===== src/rtl/wdog_pkg.sv =====
package wdog_pkg;
  localparam int DATA_W = 32;
  localparam int CODE_W = 4;
  localparam int KEY_W  = 8;
  localparam int NCH    = 2;
  localparam int CH_IRQ = 0;
  localparam int CH_RST = 1;

  localparam logic [KEY_W-1:0] KEY_FIRST  = 8'hA5;
  localparam logic [KEY_W-1:0] KEY_SECOND = 8'h5A;

  localparam int WORD_CFG  = 0;
  localparam int WORD_FEED = 1;

  localparam int IRQ_CODE_LSB = 0;
  localparam int RST_CODE_LSB = 4;
  localparam int TMR_EN_BIT   = 8;
  localparam int IRQ_FLAG_BIT = 9;
  localparam int IRQ_EN_BIT   = 10;
  localparam int RST_EN_BIT   = 11;
  localparam int RST_FLAG_BIT = 31;

  typedef struct packed {
    logic              rst_en;
    logic              irq_en;
    logic              tmr_en;
    logic [CODE_W-1:0] rst_code;
    logic [CODE_W-1:0] irq_code;
  } cfg_t;
endpackage


===== src/rtl/wdog_feed.sv =====
module wdog_feed
  import wdog_pkg::*;
(
  input  logic             clk,
  input  logic             rst_n,
  input  logic             wr_stb,
  input  logic [KEY_W-1:0] key,
  output logic             clr
);
  logic armed_q, armed_d;

  always_comb begin
    armed_d = armed_q;
    clr     = 1'b0;
    if (wr_stb) begin
      if (key == KEY_FIRST) begin
        armed_d = 1'b1;
      end else begin
        clr     = armed_q && (key == KEY_SECOND);
        armed_d = 1'b0;
      end
    end
  end

  always_ff @(posedge clk or negedge rst_n) begin
    if (!rst_n) armed_q <= 1'b0;
    else        armed_q <= armed_d;
  end
endmodule


===== src/rtl/wdog_counter.sv =====
module wdog_counter
  import wdog_pkg::*;
#(
  parameter int CNT_W = 32,
  parameter int SHIFT = 0
) (
  input  logic                        clk,
  input  logic                        rst_n,
  input  logic                        en,
  input  logic                        clr,
  input  logic [NCH-1:0][CODE_W-1:0]  codes,
  output logic [NCH-1:0]              hit,
  output logic [CNT_W-1:0]            cnt
);
  localparam int MAX_EXP = CNT_W - 1 - SHIFT;
  localparam int SH_W    = $clog2(CNT_W) + 1;

  logic [CNT_W-1:0] cnt_q, cnt_d;

  always_comb begin
    cnt_d = cnt_q;
    if (clr)     cnt_d = '0;
    else if (en) cnt_d = cnt_q + CNT_W'(1);
  end

  always_ff @(posedge clk or negedge rst_n) begin
    if (!rst_n) cnt_q <= '0;
    else        cnt_q <= cnt_d;
  end

  for (genvar ch = 0; ch < NCH; ch++) begin : g_thr
    logic [SH_W-1:0]  exp_amt;
    logic [CNT_W-1:0] lim;
    always_comb begin
      exp_amt = SH_W'(MAX_EXP) - SH_W'(codes[ch]);
      lim     = (CNT_W'(1) << exp_amt) - CNT_W'(1);
      hit[ch] = en && (cnt_q == lim);
    end
  end

  assign cnt = cnt_q;
endmodule


===== src/rtl/wdog_ctrl.sv =====
module wdog_ctrl
  import wdog_pkg::*;
(
  input  logic              clk,
  input  logic              rst_n,
  input  logic              wr_stb,
  input  logic [DATA_W-1:0] wdata,
  input  logic              hit_irq,
  input  logic              hit_rst,
  output cfg_t              cfg,
  output logic              irq_flag,
  output logic              rst_flag,
  output logic              rst_req
);
  cfg_t cfg_q, cfg_d;
  logic irq_flag_q, irq_flag_d;
  logic rst_flag_q, rst_flag_d;
  logic rst_req_q, rst_req_d;
  logic unused_wbits;

  assign unused_wbits = ^wdata[RST_FLAG_BIT-1:RST_EN_BIT+1];

  always_comb begin
    cfg_d = cfg_q;
    if (wr_stb) begin
      cfg_d.rst_en   = wdata[RST_EN_BIT];
      cfg_d.irq_en   = wdata[IRQ_EN_BIT];
      cfg_d.tmr_en   = wdata[TMR_EN_BIT];
      cfg_d.rst_code = wdata[RST_CODE_LSB +: CODE_W];
      cfg_d.irq_code = wdata[IRQ_CODE_LSB +: CODE_W];
    end

    irq_flag_d = irq_flag_q;
    if (wr_stb && wdata[IRQ_FLAG_BIT]) irq_flag_d = 1'b0;
    if (hit_irq)                       irq_flag_d = 1'b1;

    rst_flag_d = rst_flag_q;
    if (wr_stb && wdata[RST_FLAG_BIT]) rst_flag_d = 1'b0;
    if (hit_rst)                       rst_flag_d = 1'b1;

    rst_req_d = hit_rst && cfg_q.rst_en;
  end

  always_ff @(posedge clk or negedge rst_n) begin
    if (!rst_n) begin
      cfg_q      <= '0;
      irq_flag_q <= 1'b0;
      rst_flag_q <= 1'b0;
      rst_req_q  <= 1'b0;
    end else begin
      cfg_q      <= cfg_d;
      irq_flag_q <= irq_flag_d;
      rst_flag_q <= rst_flag_d;
      rst_req_q  <= rst_req_d;
    end
  end

  assign cfg      = cfg_q;
  assign irq_flag = irq_flag_q;
  assign rst_flag = rst_flag_q;
  assign rst_req  = rst_req_q;
endmodule


===== src/rtl/wdog_dual.sv =====
module wdog_dual
  import wdog_pkg::*;
#(
  parameter int CNT_W     = 32,
  parameter int SIM_SHIFT = 0,
  parameter int ADDR_W    = 2
) (
  input  logic              clk,
  input  logic              rst_n,
  input  logic              bus_valid,
  input  logic              bus_write,
  input  logic [ADDR_W-1:0] bus_addr,
  input  logic [31:0]       bus_wdata,
  output logic [31:0]       bus_rdata,
  output logic              irq,
  output logic              rst_req
);
  cfg_t                      cfg;
  logic                      cfg_wr, feed_wr, feed_clr;
  logic                      irq_flag, rst_flag, tmr_en;
  logic [NCH-1:0]            hit;
  logic [NCH-1:0][CODE_W-1:0] codes;
  logic [CNT_W-1:0]          cnt;
  logic                      unused_cnt;

  assign cfg_wr  = bus_valid && bus_write && (bus_addr == ADDR_W'(WORD_CFG));
  assign feed_wr = bus_valid && bus_write && (bus_addr == ADDR_W'(WORD_FEED));
  assign tmr_en  = cfg.tmr_en;
  assign unused_cnt = ^cnt;

  always_comb begin
    codes         = '0;
    codes[CH_IRQ] = cfg.irq_code;
    codes[CH_RST] = cfg.rst_code;
  end

  wdog_feed u_feed (
    .clk    (clk),
    .rst_n  (rst_n),
    .wr_stb (feed_wr),
    .key    (bus_wdata[KEY_W-1:0]),
    .clr    (feed_clr)
  );

  wdog_counter #(.CNT_W(CNT_W), .SHIFT(SIM_SHIFT)) u_cnt (
    .clk   (clk),
    .rst_n (rst_n),
    .en    (tmr_en),
    .clr   (feed_clr),
    .codes (codes),
    .hit   (hit),
    .cnt   (cnt)
  );

  wdog_ctrl u_ctrl (
    .clk      (clk),
    .rst_n    (rst_n),
    .wr_stb   (cfg_wr),
    .wdata    (bus_wdata),
    .hit_irq  (hit[CH_IRQ]),
    .hit_rst  (hit[CH_RST]),
    .cfg      (cfg),
    .irq_flag (irq_flag),
    .rst_flag (rst_flag),
    .rst_req  (rst_req)
  );

  always_comb begin
    bus_rdata = '0;
    if (bus_addr == ADDR_W'(WORD_CFG)) begin
      bus_rdata[IRQ_CODE_LSB +: CODE_W] = cfg.irq_code;
      bus_rdata[RST_CODE_LSB +: CODE_W] = cfg.rst_code;
      bus_rdata[TMR_EN_BIT]   = cfg.tmr_en;
      bus_rdata[IRQ_FLAG_BIT] = irq_flag;
      bus_rdata[IRQ_EN_BIT]   = cfg.irq_en;
      bus_rdata[RST_EN_BIT]   = cfg.rst_en;
      bus_rdata[RST_FLAG_BIT] = rst_flag;
    end
  end

  assign irq = irq_flag && cfg.irq_en;
endmodule


===== config.mk =====
export PLATFORM = sky130hd
export DESIGN_NAME = wdog_dual
export DESIGN_NICKNAME = d
export VERILOG_FILES = /design/src/rtl/wdog_pkg.sv /design/src/rtl/wdog_feed.sv /design/src/rtl/wdog_counter.sv /design/src/rtl/wdog_ctrl.sv /design/src/rtl/wdog_dual.sv
export SDC_FILE = /design/constraint.sdc
export NUM_CORES = 1
export LEC_CHECK = 0
export ABC_AREA = 1
export BUFFER_PORTS_ARGS = -buffer_cell sky130_fd_sc_hd__buf_2
export CAP_MARGIN = 30
export CORE_ASPECT_RATIO = 0.5
export CORE_MARGIN = 4
export CORE_UTILIZATION = 56
export DETAILED_ROUTE_END_ITERATION = 10
export PLACE_DENSITY_LB_ADDON = 0.3
export SLEW_MARGIN = 20
export SYNTH_ARGS = -nofsm -noshare
export SYNTH_HDL_FRONTEND = slang
export SYNTH_SLANG_ARGS = --single-unit

===== constraint.sdc =====
create_clock -name clk -period 2.4 [get_ports clk]
set_input_delay 0.24 -clock clk [delete_from_list [all_inputs] [get_ports clk]]
set_output_delay 0.24 -clock clk [all_outputs]
set_load 0.005 [all_outputs]

# [Yosys cells after proc, flatten, opt, wreduce, memory -nomap -nowiden]
# Cells that the tools add are included.
[word_totals] out_inout_bits=34 ff_bits=47
[classes] n_shift=2 eq_ne=5 n_reduce_logical=14 add_sub_neg=5 muxes=11
[ops] operator="$eq A32 B32 Y1" n=2
[ops] operator="$mux W32" n=2
[ops] operator="$shl A1 B6 Y32 const A" n=2
[ops] operator="$sub A32 B2 Y32 const B" n=2
[ops] operator="$add A32 B1 Y32 const B" n=1
[ops] operator="$mux W12" n=1
[ops] operator="$sub A5 B4 Y6 const A" n=2
[ops] operator="$logic_and A1 B1 Y1" n=10
[ops] operator="$eq A8 B7 Y1 const B" n=1
[ops] operator="$eq A8 B8 Y1 const B" n=1
[ops] operator="$mux W1" n=8
[ops] operator="$reduce_bool A2 Y1" n=3
[ops] operator="$eq A2 B1 Y1 const B" n=1
[ops] operator="$logic_not A2 Y1" n=1

# [Depth between registers and ports, before layout]
# Gate-level depths: netlist of the first run.
[depth] word_depth=6 mapped_depth=15

# [Hierarchy]
# From an unflattened synthesis of the first run, not the netlist that was laid out.
[hier_totals] hier_cells=687 area_unflattened_um2=4073.9
[by_module_without_submodules] mod="wdog_counter" cells_per_inst=550 area_each_um2=3078.0 instances=1 seq_area_each_um2=800.8
[by_module_without_submodules] mod="wdog_ctrl" cells_per_inst=59 area_each_um2=558.0 instances=1 seq_area_each_um2=350.3
[by_module_without_submodules] mod="wdog_dual" cells_per_inst=56 area_each_um2=330.3 instances=1 seq_area_each_um2=0.0
[by_module_without_submodules] mod="wdog_feed" cells_per_inst=22 area_each_um2=107.6 instances=1 seq_area_each_um2=25.0

# [Least setup slack after synthesis of the first run]
# Ideal clock, no wire load.
[synth_timing] kind="register -> register" from="reg u_ctrl.cfg_q, in the netlist u_ctrl.cfg[2]" to="reg u_ctrl.irq_flag_q, in the netlist u_ctrl.irq_flag" t_required_ns=2.335 setup_slack_ns=0.662 arrival_ns=1.673 path_buffers=1 path_stages_with_launch=15 setup_time_ns=0.065 cell_sequence="dfrtp_1 -> buf_2 -> nand2_1 -> inv_1 -> nand3_1 -> ha_1 -> nand2_1 -> nand2_1 -> a21oi_1 -> nand2_1 -> nor2_1 -> nand3_1 -> nor2_1 -> nand3_1 -> nand2_1"
[synth_via] elab_chain_cells=6 word_cells_on_any_way=7 classes_between="2 x add/sub; 1 x eq/ne; 1 x shift; 1 x mux; 2 x reduce/logical"
[synth_rtl] item="start, declared" line="wdog_ctrl.sv:15" source="cfg_t cfg_q, cfg_d;"
[synth_rtl] item="start signal, assigned" line="wdog_ctrl.sv:51" source="cfg_q <= cfg_d;"
[synth_rtl] item="$sub A5 B4 Y6 (*)" line="wdog_counter.sv:35" source="exp_amt = SH_W'(MAX_EXP) - SH_W'(codes[ch]);"
[synth_rtl] item="$shl A1 B6 Y32 (*)" line="wdog_counter.sv:36" source="lim = (CNT_W'(1) << exp_amt) - CNT_W'(1);"
[synth_rtl] item="$sub A32 B2 Y32 (*)" line="wdog_counter.sv:36"
[synth_rtl] item="$eq A32 B32 Y1 (*)" line="wdog_counter.sv:37" source="hit[ch] = en && (cnt_q == lim);"
[synth_rtl] item="$logic_and A1 B1 Y1 (*)" line="wdog_counter.sv:37"
[synth_rtl] item="$mux W1 or $reduce_bool A2 Y1 (tied branches)"
[synth_rtl] item="end signal, assigned" line="wdog_ctrl.sv:52" source="irq_flag_q <= irq_flag_d;"
[synth_rtl] item="end, declared" line="wdog_ctrl.sv:16" source="logic irq_flag_q, irq_flag_d;"
# Every way passes the cells marked *; elsewhere a longest branch is shown, timed or not.
# A chain may end at the register's enable or synchronous reset.

# [Worst setup path after layout of the first run]
# Ends and elaborated chain as after synthesis.

==> results of run 1 <==
==> registers in the layout (all words and copies together), names as in the netlist <==
| name | cells |
|---|---|
| u_cnt.cnt | 32 |
| u_ctrl.cfg | 11 |
| u_ctrl.irq_flag | 1 |
| u_ctrl.rst_flag | 1 |
| u_ctrl.rst_req | 1 |
| u_feed.armed_q | 1 |
==> final timing paths <==
path,start,end,slack (ns),cells past startpoint
max,u_ctrl.cfg[2],u_ctrl.irq_flag,0.32,13
min,bus_wdata[11],u_ctrl.cfg[10],0.20,3
max reg2reg,u_ctrl.cfg[2],u_ctrl.irq_flag,0.32,13
min reg2reg,u_ctrl.rst_flag,u_ctrl.rst_flag,0.50,2
max in group asynchronous,rst_n,u_ctrl.cfg[5],1.25,3
min in group asynchronous,rst_n,u_cnt.cnt[6],0.43,2
==> cell type report <==
class / instances / area (µm²)
inverters: 70 / 263
well taps: 88 / 110
clock inverters: 1 / 5.00
fillers: 588 / 2210
repair buffers: 40 / 220
flip-flops and latches: 47 / 1180
multi-input cells: 462 / 2110
clock buffers: 6 / 139
==> layer usage <==
metal | vias up | wire (µm) | global-route usage (%)
li1 | 1938 | - | -
met1 | 1729 | 4480 | 36.5
met2 | 204 | 4200 | 40.4
met3 | 20 | 1100 | 5.07
met4 | 0 | 177 | 9.48
met5 | - | 0 | 0
==> power by group through the flow <==
stage                     Combinational [mW]  Sequential [mW]  Clock, mW
after floorplan                        0.696             1.01          0
after global placement                 0.810             1.05          0
after detailed placement               0.823             1.05          0
after CTS                              0.834             1.04      0.718
after global routing                   0.955             1.07      0.741
final                                  0.845             1.04      0.700
==> worst max-delay path, cell delays in order (launching register included) <==
cell and delay [ns]:
dfrtp_1 0.50, nand2_1 0.14, inv_1 0.16, nand3_1 0.12
ha_1 0.34, nand2_1 0.08, nand2_1 0.05, a21oi_1 0.10
nand2_1 0.06, nor2_1 0.11, nand3_1 0.08, nor2_1 0.11
nand3_1 0.09, nand2_1 0.08
==> logic make-up after synthesis <==
| kind of cell | Yosys count |
|---|---|
| and+or+nand+nor | 368 |
| buffers and inverters | 102 |
| AOI/OAI and AO/OA | 65 |
| DFF | 47 |
| xor gates and xnor gates | 7 |
| adders and majority gates | 3 |
| other | 1 |
==> synth_stat cells, drive strengths merged <==
library cell and count:
dfrtp 47, xnor2 2, o21ai 32, nand4 21
nand3 56, nor3 18, xor2 5, conb 1
a211oi 1, a21oi 26, nor3b 1, nand2 165
buf 27, a31oi 2, clkbuf 5, o211ai 1
ha 3, nor2 105, inv 70, o211a 1
nor4 1, o21a 2, and3 1
==> per-stage QoR <==
step / setup WS, ns / power (mW)
floorplan: 0.662 / 1.70
global placement: 0.412 / 1.86
detailed placement: 0.370 / 1.87
CTS: 0.361 / 2.59
global route: 0.144 / 2.76
finish: 0.317 / 2.59
==> impl_results.md, run 1 <==
- GRT overflow: 0
- Most common cell after layout, fill and taps aside: nand2_1
- Fmax: 0.480 GHz
- Switching share of power: 37.9%
- Count of TritonRoute iterations in the first routing pass: 7
- Final min period: 2.08 ns
- Fin Setup TNS: 0 ns
- Die H: 65.4 µm
- CP max FO: 9
- Reg clk slew, reported paths: 0.06 ns
- Worst vdd ir: 0.000437 V
- Seq/Total Area, Yosys: 31.8%
- Worst hold path type: in2reg
- Gpl congestion: 0.967
- PwrDens: 643 nW/µm²
- CTS H-tree lvls: 2
- Initial antenna violation count: 0
- Synth Warn #: 0
- Post-synth top area share: 31.8%
- Simple-Gate Fraction of Synth Area: 43.2%
- Crit path arrival time: 2.32 ns
- Compound-gate portion of the synthesized area: 9.28%
- Clk_lat worst skew: 0.29 ns
- RSZ-0062 raised after global routing: false
- ANT nets after route: 0
- TritonCTS Buffers: 5
- Yosys top cell by area: dfrtp_1
- FP Rows: 20
- Yosys cell types: 33
- CTS tree: built
- Vias after detailed routing: 3891
- Post-CTS setup buffer count: 0
- Design area: 4020 µm²
- Largest net degree at the start of global routing: 29
- Required time of the critical path: 2.63 ns
- Period utilization: 86.8%
- Setup Viol. Count Final: 0
- Diodes inserted: 0
- Largest cells by area after synthesis: dfrtp_1 (32%), nand2_1 (17%), nor2_1 (10%), nand3_1 (7.6%), inv_1 (6.9%)
- Mux share of post-synthesis cell area: 0%
- Final cell count without fillers: 714
- Total GRT Usage: 26.2%
- Layout area overhead: 8.87%
- Pleak: 2.05 nW
- Mapped Cells: 593
- DR WL/cell: 13.9 µm
- DP HPWL: 7510 µm
- Dpl cells: 706
- Max_cap viols: 0
- Slew @ Worst Pin: 0.632 ns
- Vias in the first global route: 3487
- IO Port Bufs: 33
- CTS Sinks: 47
- Kind of critical path: reg2reg
- WHS: 0.203 ns
- Initial Utilization: 59.3%
- CTS Hold Bufs: 1
- Pins over their slew limit: 0
- CP endpoint kind: flop
- Post-DP Area: 3870 µm²
- Util after Layout: 64.6%
- Element type at the critical path start: flop
- Sw power: 0.981 mW
- Clock skew: 0.00215 ns
- Mapped Area: 3700 µm²
- Most frequent cells in the layout: nand2_1 (163), nor2_1 (100), inv_1 (68), nand3_1 (56), dfrtp_1 (47)
- Sequential share of power: 40.3%
- # nets final: 667
- Global-route wire length before repair: 16400 µm
- Slew HR: 57.8%
- Vias per cell: 5.45
- Largest family of logic cells by synthesized area: simple AND/OR/NAND/NOR gates
- Synth Area in Adders: 1.02%
- Synth Area in XOR/XNOR: 1.66%
- Horiz. Die Dim: 123 µm
- Post-route DRC: 0
- Syn_area_per_cell: 6.23 µm²
- Final Hold Fails: 0
- Status: completed
- Ports: 72
- Internal: 1.61 mW
- Combinational Power Share: 32.6%
- Root buffer cell: clkbuf_16
- Core area: 6230 µm²
- Die area: 8040 µm²
- Synthesized flop and latch total: 47
- # resized after CTS: 0
- DR iter-0 viols: 327
- CTS Buffer Depth: 2
- Clock Power Share: 27.0%
- Total Wirelength: 9960 µm
- Layout cell share with drive strength beyond 1: 9.42%
No activity file was read; power rests on OpenSTA's default activity.
==> inputs of run 2 (changes only) <==
--- a/config.mk
+++ b/config.mk
@@ -9,10 +9,10 @@
 export BUFFER_PORTS_ARGS = -buffer_cell sky130_fd_sc_hd__buf_2
 export CAP_MARGIN = 30
 export CORE_ASPECT_RATIO = 0.5
-export CORE_MARGIN = 4
-export CORE_UTILIZATION = 56
+export CORE_MARGIN = 5
+export CORE_UTILIZATION = 50
 export DETAILED_ROUTE_END_ITERATION = 10
-export PLACE_DENSITY_LB_ADDON = 0.3
+export PLACE_DENSITY = 0.71
 export SLEW_MARGIN = 20
 export SYNTH_ARGS = -nofsm -noshare
 export SYNTH_HDL_FRONTEND = slang
==> run 2 against run 1 <==
Compared with the run above:
- largest power group unchanged
- via count fell by 1.8%
- clock skew rose by 0.0057 ns
- wire length shrank 0.12%
- critical endpoint unchanged
- highest routed layer unchanged
- clock-buffer cell count decreased by 1
- sequential power is essentially flat
- first-iteration DRC count grew 9.8%
- setup slack improved by 0.0031 ns
- sequential share of layout area decreased by 0.21 points
==> impl_results.md, run 2 (same netlist as run 1, synthesis figures left out) <==
- Status: completed
- Worst r2r dst: u_ctrl.irq_flag
- DP HPWL: 7630 µm
- Initial antenna violation count: 0
- Worst path slowest cell: dfrtp_1
- Internal: 1.60 mW
- Gpl congestion: 0.933
- Element type at the critical path start: flop
- Slew HR: 58.6%
- Sequential share of power: 39.7%
- Switching share of power: 38.8%
- Reg2reg start: u_ctrl.cfg[2]
- Ports: 72
- Largest net degree at the start of global routing: 27
- CP endpoint kind: flop
- GRT overflow: 0
- Post-route DRC: 0
- Kind of critical path: reg2reg
- WHS: 0.198 ns
- # resized after CTS: 0
- WL met1: 4750 µm
- Required time of the critical path: 2.63 ns
- Vias after detailed routing: 3820
- CTS Buffer Depth: 2
- Count of TritonRoute iterations in the first routing pass: 5
- CTS Sinks: 47
- Layout area overhead: 9.65%
- Combinational Power Share: 32.7%
- Final Hold Fails: 0
- # nets final: 669
- CTS tree: built
- DR WL/cell: 13.7 µm
- Reg2Reg Depth: 13
- Root buffer cell: clkbuf_16
- Crit path cell chain: nand2_1 -> inv_1 -> nand3_1 -> ha_1 -> nand2_1 -> nand2_1 -> a21oi_1 -> nand2_1 -> nor2_1 -> nand3_1 -> nor2_1 -> nand3_1 -> nand2_1
- IO Port Bufs: 33
- TritonCTS Buffers: 5
- DR iter-0 viols: 359
- Design area: 4050 µm²
- Max layer used: met4
- Critical Path Max Stage Delay: 0.50 ns
- Die H: 70.8 µm
- ANT nets after route: 0
- RSZ-0062 raised after global routing: false
- Final min period: 2.08 ns
- Critical path depth: 13
- Hold path start: bus_wdata[11]
- Clk_lat worst skew: 0.30 ns
- Worst vdd ir: 0.000322 V
- Slew @ Worst Pin: 0.619 ns
- Crit path arrival time: 2.31 ns
- Worst Hold Depth: 3
- Util after Layout: 55.8%
- Clock skew: 0.00786 ns
- Sw power: 1.01 mW
- Buf/Inv on CP: 1
- Post-DP Area: 3890 µm²
- WHS Endpoint: u_ctrl.cfg[10]
- Post-CTS setup buffer count: 0
- Die area: 9320 µm²
- Most frequent cells in the layout: nand2_1 (163), nor2_1 (100), inv_1 (68), nand3_1 (56), dfrtp_1 (47)
- Global-route wire length before repair: 16300 µm
- Setup WS post-layout: 0.320 ns
- Reg clk slew, reported paths: 0.07 ns
- CTS Hold Bufs: 1
- WL met3: 892 µm
- Core area: 7270 µm²
- Most common cell after layout, fill and taps aside: nand2_1
- Most common cell on crit path: nand2_1
- Setup Viol. Count Final: 0
- Pleak: 2.06 nW
- CP max FO: 9
- Clock Power Share: 27.6%
- Worst hold path type: in2reg
- Vias in the first global route: 3400
- Period utilization: 86.7%
- Total GRT Usage: 21.5%
- Kind of cell adding the most delay to the critical path: simple AND/OR/NAND/NOR gates
- Vias per cell: 5.27
- Worst R2R Setup Slack: 0.32 ns
- Fin Setup TNS: 0 ns
- Max_cap viols: 0
- Largest register FFs: 32
- Total Wirelength: 9950 µm
- FP Rows: 22
- Horiz. Die Dim: 132 µm
- CTS H-tree lvls: 2
- Dpl ws: 0.389 ns
- Fmax: 0.481 GHz
- Diodes inserted: 0
- Initial Utilization: 50.9%
- WL met2: 4170 µm
- Layout cell share with drive strength beyond 1: 9.86%
- PwrDens: 644 nW/µm²
- Pins over their slew limit: 0
run 2: cell types whose count changed in the layout (fill, tap and decap cells not counted), sizes merged:
cell    before  now
buf         39   41
inv         70   71
clkbuf       6    5
clkinv       1    2
run 2: worst max-delay path by stage:
stage,startpoint,to
after global routing,u_ctrl.cfg[2],u_ctrl.irq_flag
after floorplan,u_ctrl.cfg[2],u_ctrl.irq_flag
final,u_ctrl.cfg[2],u_ctrl.irq_flag
after global placement,u_ctrl.cfg[2],u_ctrl.irq_flag
after detailed placement,u_ctrl.cfg[2],u_ctrl.irq_flag
after CTS,u_ctrl.cfg[2],u_ctrl.irq_flag
run 2: power groups by stage:
stage / Sequential, mW / Combinational (mW) / Clock, mW
global placement: 1.05 / 0.828 / 0
floorplan: 1.01 / 0.696 / 0
global route: 1.06 / 0.979 / 0.763
finish: 1.04 / 0.853 / 0.720
detailed placement: 1.04 / 0.841 / 0
CTS: 1.03 / 0.849 / 0.732
run 2: area by class of cell:
cell class,instances,area [µm²]
clock buffers,5,125
clock inverters,3,22.5
fillers,759,3210
inverters,70,263
multi-input cells,462,2110
flip-flops and latches,47,1180
well taps,96,120
repair buffers,42,235
run 2: through the flow:
| step | instances | total power [mW] |
|---|---|---|
| after floorplan | 611 | 1.70 |
| after global placement | 716 | 1.87 |
| after global routing | 725 | 2.80 |
| after CTS | 725 | 2.61 |
| after detailed placement | 716 | 1.89 |
| final | 725 | 2.61 |
run 2: layer usage:
metal	track usage, %	up-vias
li1	-	1946
met1	30.4	1720
met2	32.6	142
met3	5.61	12
met4	6.50	0
met5	0	-
run 2: worst min-delay path, cell delays in order:
cell and delay (ns):
buf_2 0.07, nor2_1 0.03, a21oi_1 0.10
